<file path="config.mk">
export PLATFORM = sky130hd
export DESIGN_NAME = lcd_timing_gen
export DESIGN_NICKNAME = d
export VERILOG_FILES = /design/src/rtl/lcdt_pkg.sv /design/src/rtl/lcdt_ctrl.sv /design/src/rtl/lcdt_datapath.sv /design/src/rtl/lcd_timing_gen.sv
export SDC_FILE = /design/constraint.sdc
export NUM_CORES = 1
export LEC_CHECK = 0
export BUFFER_PORTS_ARGS = -buffer_cell sky130_fd_sc_hd__clkbuf_2
export CORE_ASPECT_RATIO = 0.8
export CORE_MARGIN = 8
export CORE_UTILIZATION = 30
export DETAILED_ROUTE_END_ITERATION = 10
export GPL_ROUTABILITY_DRIVEN = 0
export PLACE_DENSITY_LB_ADDON = 0.05
export RECOVER_POWER = 25
export SYNTH_ARGS = -nofsm -noshare
export SYNTH_HDL_FRONTEND = slang
export SYNTH_SLANG_ARGS = --single-unit
export TNS_END_PERCENT = 10
</file>
<file path="constraint.sdc">
create_clock -name clk -period 4.2 [get_ports clk]
set_clock_uncertainty 0.1 [all_clocks]
set_input_delay 0.42 -clock clk [delete_from_list [all_inputs] [get_ports clk]]
set_output_delay 0.42 -clock clk [all_outputs]
set_load 0.005 [all_outputs]
</file>
<file path="src/rtl/lcdt_pkg.sv">
package lcdt_pkg;

  // Strobes from the sequencing control to the counting datapath.
  typedef struct packed {
    logic run;    // raster is live
    logic clear;  // force counters to origin
    logic wrapX;  // last column of the line
    logic wrapY;  // last column of the last line
    logic load;   // capture timing inputs into shadows
  } lcdt_strb_t;

endpackage

</file>
<file path="src/rtl/lcdt_ctrl.sv">
module lcdt_ctrl
  import lcdt_pkg::*;
#(
  parameter int CNT_W = 16
) (
  input  logic             clk,
  input  logic             rstN,
  input  logic             runEn,
  input  logic [CNT_W-1:0] hCnt,
  input  logic [CNT_W-1:0] vCnt,
  input  logic [CNT_W-1:0] hTotS,
  input  logic [CNT_W-1:0] vTotS,
  output lcdt_strb_t       strb
);

  localparam logic [CNT_W-1:0] ONE = CNT_W'(1);

  logic active;
  logic lastX;
  logic lastY;

  always_ff @(posedge clk or negedge rstN) begin
    if (!rstN) active <= 1'b0;
    else       active <= runEn;
  end

  assign lastX = (hCnt == hTotS - ONE);
  assign lastY = (vCnt == vTotS - ONE);

  always_comb begin
    strb.run   = active;
    strb.clear = !active;
    strb.wrapX = active && lastX;
    strb.wrapY = active && lastX && lastY;
    strb.load  = !active || (lastX && lastY);
  end

  AST_STOP_CLEARS: assert property (@(posedge clk) disable iff (!rstN)
    !strb.run |=> (hCnt == '0) && (vCnt == '0)) else $error("counters not cleared");

endmodule

</file>
<file path="src/rtl/lcdt_datapath.sv">
module lcdt_datapath
  import lcdt_pkg::*;
#(
  parameter int CNT_W  = 16,
  parameter int SYNC_W = 10
) (
  input  logic              clk,
  input  logic              rstN,
  input  lcdt_strb_t        strb,
  input  logic [SYNC_W-1:0] hSyncEnd,
  input  logic [CNT_W-1:0]  hDispStart,
  input  logic [CNT_W-1:0]  hDispEnd,
  input  logic [CNT_W-1:0]  hTotal,
  input  logic [SYNC_W-1:0] vSyncEnd,
  input  logic [CNT_W-1:0]  vDispStart,
  input  logic [CNT_W-1:0]  vDispEnd,
  input  logic [CNT_W-1:0]  vTotal,
  input  logic              hSyncLow,
  input  logic              vSyncLow,
  input  logic              deLow,
  input  logic              pclkFall,
  output logic [CNT_W-1:0]  hCnt,
  output logic [CNT_W-1:0]  vCnt,
  output logic [CNT_W-1:0]  hTotS,
  output logic [CNT_W-1:0]  vTotS,
  output logic              hSync,
  output logic              vSync,
  output logic              de,
  output logic              sof,
  output logic              eof,
  output logic              pclkInv
);

  localparam int PAD_W = CNT_W - SYNC_W;
  localparam logic [CNT_W-1:0] ONE = CNT_W'(1);

  logic [SYNC_W-1:0] hSyncEndS, vSyncEndS;
  logic [CNT_W-1:0]  hDispStartS, hDispEndS, vDispStartS, vDispEndS;
  logic              hLowS, vLowS, deLowS, pclkFallS;
  logic              hOn, vOn, deOn;

  // Shadow copies of the timing set, refreshed only at safe points.
  always_ff @(posedge clk or negedge rstN) begin
    if (!rstN) begin
      hSyncEndS   <= '0;
      hDispStartS <= '0;
      hDispEndS   <= '0;
      hTotS       <= '0;
      vSyncEndS   <= '0;
      vDispStartS <= '0;
      vDispEndS   <= '0;
      vTotS       <= '0;
      hLowS       <= 1'b0;
      vLowS       <= 1'b0;
      deLowS      <= 1'b0;
      pclkFallS   <= 1'b0;
    end else if (strb.load) begin
      hSyncEndS   <= hSyncEnd;
      hDispStartS <= hDispStart;
      hDispEndS   <= hDispEnd;
      hTotS       <= hTotal;
      vSyncEndS   <= vSyncEnd;
      vDispStartS <= vDispStart;
      vDispEndS   <= vDispEnd;
      vTotS       <= vTotal;
      hLowS       <= hSyncLow;
      vLowS       <= vSyncLow;
      deLowS      <= deLow;
      pclkFallS   <= pclkFall;
    end
  end

  // Raster counters, origin at the leading edge of sync.
  always_ff @(posedge clk or negedge rstN) begin
    if (!rstN) begin
      hCnt <= '0;
      vCnt <= '0;
    end else if (strb.clear) begin
      hCnt <= '0;
      vCnt <= '0;
    end else if (strb.wrapX) begin
      hCnt <= '0;
      vCnt <= strb.wrapY ? '0 : vCnt + ONE;
    end else begin
      hCnt <= hCnt + ONE;
    end
  end

  assign hOn  = strb.run && (hCnt < {{PAD_W{1'b0}}, hSyncEndS});
  assign vOn  = strb.run && (vCnt < {{PAD_W{1'b0}}, vSyncEndS});
  assign deOn = strb.run && (hCnt >= hDispStartS) && (hCnt < hDispEndS)
                         && (vCnt >= vDispStartS) && (vCnt < vDispEndS);

  assign hSync   = hOn  ^ hLowS;
  assign vSync   = vOn  ^ vLowS;
  assign de      = deOn ^ deLowS;
  assign sof     = strb.run && (hCnt == '0) && (vCnt == '0);
  assign eof     = strb.run && (hCnt == hDispEndS - ONE) && (vCnt == vDispEndS - ONE);
  assign pclkInv = pclkFallS;

  AST_X_BOUND: assert property (@(posedge clk) disable iff (!rstN)
    strb.run |-> hCnt < hTotS) else $error("column past total");
  AST_X_WRAP: assert property (@(posedge clk) disable iff (!rstN)
    strb.wrapX |=> hCnt == '0) else $error("no wrap to column 0");
  AST_SOF_SINGLE: assert property (@(posedge clk) disable iff (!rstN)
    sof |=> !sof) else $error("sof wider than one cycle");
  AST_IDLE_QUIET: assert property (@(posedge clk) disable iff (!rstN)
    !strb.run |-> !sof && !eof) else $error("strobe while stopped");
  AST_SHADOW_HOLD: assert property (@(posedge clk) disable iff (!rstN)
    (strb.run && !strb.load) |=> $stable(hTotS) && $stable(hDispEndS)) else $error("shadow moved mid-frame");

endmodule

</file>
<file path="src/rtl/lcd_timing_gen.sv">
module lcd_timing_gen
  import lcdt_pkg::*;
#(
  parameter int CNT_W  = 16,
  parameter int SYNC_W = 10
) (
  input  logic              clk,
  input  logic              rstN,
  input  logic              runEn,
  input  logic [SYNC_W-1:0] hSyncEnd,
  input  logic [CNT_W-1:0]  hDispStart,
  input  logic [CNT_W-1:0]  hDispEnd,
  input  logic [CNT_W-1:0]  hTotal,
  input  logic [SYNC_W-1:0] vSyncEnd,
  input  logic [CNT_W-1:0]  vDispStart,
  input  logic [CNT_W-1:0]  vDispEnd,
  input  logic [CNT_W-1:0]  vTotal,
  input  logic              hSyncLow,
  input  logic              vSyncLow,
  input  logic              deLow,
  input  logic              pclkFall,
  output logic              hSync,
  output logic              vSync,
  output logic              de,
  output logic [CNT_W-1:0]  xPos,
  output logic [CNT_W-1:0]  yPos,
  output logic              sof,
  output logic              eof,
  output logic              pclkInv
);

  lcdt_strb_t       strb;
  logic [CNT_W-1:0] hCnt, vCnt, hTotS, vTotS;

  lcdt_ctrl #(.CNT_W(CNT_W)) ctrl_i (
    .clk(clk), .rstN(rstN), .runEn(runEn),
    .hCnt(hCnt), .vCnt(vCnt), .hTotS(hTotS), .vTotS(vTotS),
    .strb(strb)
  );

  lcdt_datapath #(.CNT_W(CNT_W), .SYNC_W(SYNC_W)) dp_i (
    .clk(clk), .rstN(rstN), .strb(strb),
    .hSyncEnd(hSyncEnd), .hDispStart(hDispStart), .hDispEnd(hDispEnd), .hTotal(hTotal),
    .vSyncEnd(vSyncEnd), .vDispStart(vDispStart), .vDispEnd(vDispEnd), .vTotal(vTotal),
    .hSyncLow(hSyncLow), .vSyncLow(vSyncLow), .deLow(deLow), .pclkFall(pclkFall),
    .hCnt(hCnt), .vCnt(vCnt), .hTotS(hTotS), .vTotS(vTotS),
    .hSync(hSync), .vSync(vSync), .de(de), .sof(sof), .eof(eof), .pclkInv(pclkInv)
  );

  assign xPos = hCnt;
  assign yPos = vCnt;

endmodule

</file>
==> impl_metrics.tcl <==
set metrics [dict create \
    hp-class "input pin to flip-flop" \
    postCtsSetupBuffers 0 \
    antenna_found_initial 0 \
    viasPerCell 4.94 \
    area_delta_synth_final_pct 19.4 \
    fin_crit_ns 3.93 \
    cp.required_ns 3.68 \
    async_reset_ff_frac 1.00 \
    critPathMaxFanout 4 \
    fin_setup_tns_ns 0 \
    drc 0 \
    worstPathArrival_ns 3.41 \
    cellPowerDensity_nw_per_um2 353 \
    crit_buf_inv 3 \
    fin_crit_sh 0.935 \
    max-cap-violations 1 \
    place_area_um2 11800 \
    slew_viol_final 55 \
    synth-seq-area-share 0.368 \
    clk_pin_slew_worst_paths_ns 0.07 \
    diodes 0 \
    multi_input_area_um2 5870 \
    final.fill_count 3622 \
    rsz0062_at_grt "false" \
    status "complete, but fails checks" \
    htree_levels 4 \
    first_iter_violations 523 \
    cts_buffer_depth 2 \
    ys_seq_elements 153 \
    leakagePower_uw 0.00581 \
    start_kind "flip-flop" \
    wl_mm 35.2 \
    drt-pass1-iter-count 4 \
    cts_buffers 17 \
    wl_per_cell_um 20.1 \
    grt-ovfl-total 0 \
    grt_pass1_vias 8822 \
    grt_use_total 0.173 \
    portBuffers 160 \
    drive_gt1_frac 0.216 \
    path_cells "inv_1 -> ha_1 -> or3b_2 -> or3_1 -> xnor2_1 -> nand4_1 -> nor4_1 -> nand4_1 -> a2111oi_2 -> buf_4 -> and4_1 -> clkbuf_2" \
    synth_edf_count 0 \
    clk_latency_ns 0.43 \
    yosys_warnings 0 \
    grt_max_degree 85 \
    drtAntennaViolNets 0 \
    tightestPinTransition_ns 2.70 \
    io_pins 161 \
    syn_inst 1117 \
    hold_viol 0 \
    synthesis.area_um2 10400 \
    regArea_um2 3830 \
    synth_area_leaders "dfrtp_1, ha_1, nand3_1, mux2_4, xnor2_1" \
    num_rows 61 \
    fmax_mhz 255 \
    cts.root.buffer_cell "clkbuf_16" \
    failed_checks "capacitance limit, slew limit" \
    grt_pass1_wl_mm 54.7 \
    dieArea_um2 40900 \
    num-nets-final 1480 \
    place_hpwl_mm 26.3 \
    cp_common_cell "nand4_1" \
    synth_top_area_share 0.368 \
    path_delay_family "simple AND/OR/NAND/NOR gates" \
    cts.sinks 153 \
    syn_avg_cell_area_um2 9.30 \
    ir_drop_mv 0.252 \
    fp.dieH_um 182 \
    maxSlewHeadroom -0.800 \
    final-setup-viol-count 0 \
    critPathMaxStageDelay_ns 0.46 \
    crit_path_end_kind "primary output" \
    worstSetupPathType "flip-flop to primary output" \
    syn_nets 1330 \
    synth_cell_types 66 \
    initial_core_util 0.302 \
    cts_tree "yes" \
    vias 8662 \
    synth_area_leader_cell "dfrtp_1" \
    die_w_um 224 \
    synth_ff_type "dfrtp_1" \
    core_area_um2 34400 \
    fin_area_um2 12400 \
    cp_slowest_cell "or3b_2" \
]
-- path summary, 6_finish.rpt --
kind / from / cells after the start / slack (ns) / end
worst min-delay path: vDispStart[1] / 3 / 0.10 / dp_i.vDispStartS[1]
max in group asynchronous: rstN / 3 / 0.94 / dp_i.hTotS[2]
min in group asynchronous: rstN / 2 / 1.44 / dp_i.hDispStartS[12]
worst max register to register: dp_i.hTotS[0] / 11 / 0.47 / dp_i.vCnt[4]
worst max-delay path: dp_i.hDispEndS[0] / 12 / 0.27 / eof
worst min register to register: dp_i.pclkInv / 1 / 0.42 / dp_i.pclkInv
-- report_power, final --
part | switching (µW) | internal, µW
Clock | 703 | 895
Sequential | 179 | 1640
Combinational | 518 | 445
Total | 1400 | 2980
-- sequential cells by signal (all words and copies together) (netlist names) --
name	cells
dp_i.vDispStartS	16
dp_i.vDispEndS	16
dp_i.hLowS	1
dp_i.hCnt	16
ctrl_i.active	1
dp_i.hSyncEndS	10
dp_i.hDispStartS	16
dp_i.vTotS	16
dp_i.hTotS	16
dp_i.hDispEndS	16
dp_i.pclkInv	1
dp_i.vCnt	16
dp_i.deLowS	1
dp_i.vLowS	1
dp_i.vSyncEndS	10
-- kinds of logic (layout without fill, tap and decap cells) --
logic type,count (synthesis),after routing,share of synthesized area
AO/OA/AOI/OAI,237,237,0.142
XOR/XNOR,104,104,0.0877
adder cells (fa/ha/maj),90,90,0.108
buffers and inverters,164,327,0.0688
flip-flops,153,153,0.368
multiplexers,40,40,0.0557
AND/OR/NAND/NOR,329,329,0.169
-- worst min-delay path: stages --
cell and delay (ns):
clkbuf_2 0.08, nand3_1 0.05, o21ai_1 0.05
-- metrics by stage --
stage | util | total power (µW) | std cells | hold slack [ns] | setup WS [ns]
floorplan | - | 2450 | 1117 | 0.0244 | 0.892
CTS | 0.360 | 4440 | 1752 | 0.0857 | 0.162
finish | 0.360 | 4380 | 1752 | 0.105 | 0.272
detailed placement | 0.343 | 2810 | 1718 | 0.335 | 0.484
global route | 0.360 | 4640 | 1752 | 0.0899 | 0.0682
global placement | 0.343 | 2810 | 1718 | 0.331 | 0.438
-- synth_stat cells (3+ instances only) --
master       n
ha_1        90
xor2_1      48
a31oi_1      7
nor2_1      53
o31ai_1      4
a21boi_0     4
and2_1       3
nor3_1      20
nand3_1    110
buf_2       13
a2111oi_0    6
clkbuf_1    40
a221oi_1     3
nor4_1      21
o21ai_0     81
and3_1      12
o211ai_1     9
inv_1       98
dfrtp_1    153
or3_1       10
o2111ai_1    3
a22o_1      12
a41oi_1      3
o21a_1       5
buf_6       10
nand2_1     33
a21o_1       5
o21ai_1     45
a21oi_1     24
mux2_2       3
nor4b_1      7
xnor2_1     56
nand4_1     20
a311oi_1     3
a211oi_1     4
nor2b_1     14
nand2b_1     8
nand3b_1     3
mux2_4      35
or4_1        5
-- layout by cell type (no fill, tap or decap), types with 24 or more instances in the layout --
| master | n |
|---|---|
| xnor2_1 | 56 |
| nand3_1 | 110 |
| ha_1 | 90 |
| a21oi_1 | 24 |
| xor2_1 | 48 |
| nand2_1 | 33 |
| inv_1 | 98 |
| dfrtp_1 | 153 |
| o21ai_1 | 45 |
| clkbuf_2 | 158 |
| mux2_4 | 35 |
| o21ai_0 | 81 |
| nor2_1 | 53 |
| buf_4 | 29 |
-- area by class of cell --
class,instances,area share
clock inverter,14,0.0118
inverter,98,0.0296
multi-input combinational,800,0.473
tap,472,0.0476
timing repair buffer,197,0.0936
sequential,153,0.309
clock buffer,18,0.0354
-- timing repair --
action / in CTS / in global routing
resized for setup: 0 / 3
hold buffers: 2 / 0
hold endpoints to repair: 54 / 0
endpoints found under the setup margin: 0 / 1
-- routing by layer --
layer	part of all wire	global-route usage
met1	0.52	0.257
met2	0.43	0.259
met3	0.034	0.0289
met4	0.0097	0.0345
met5	0	0
(Power assumes the default switching activity.)
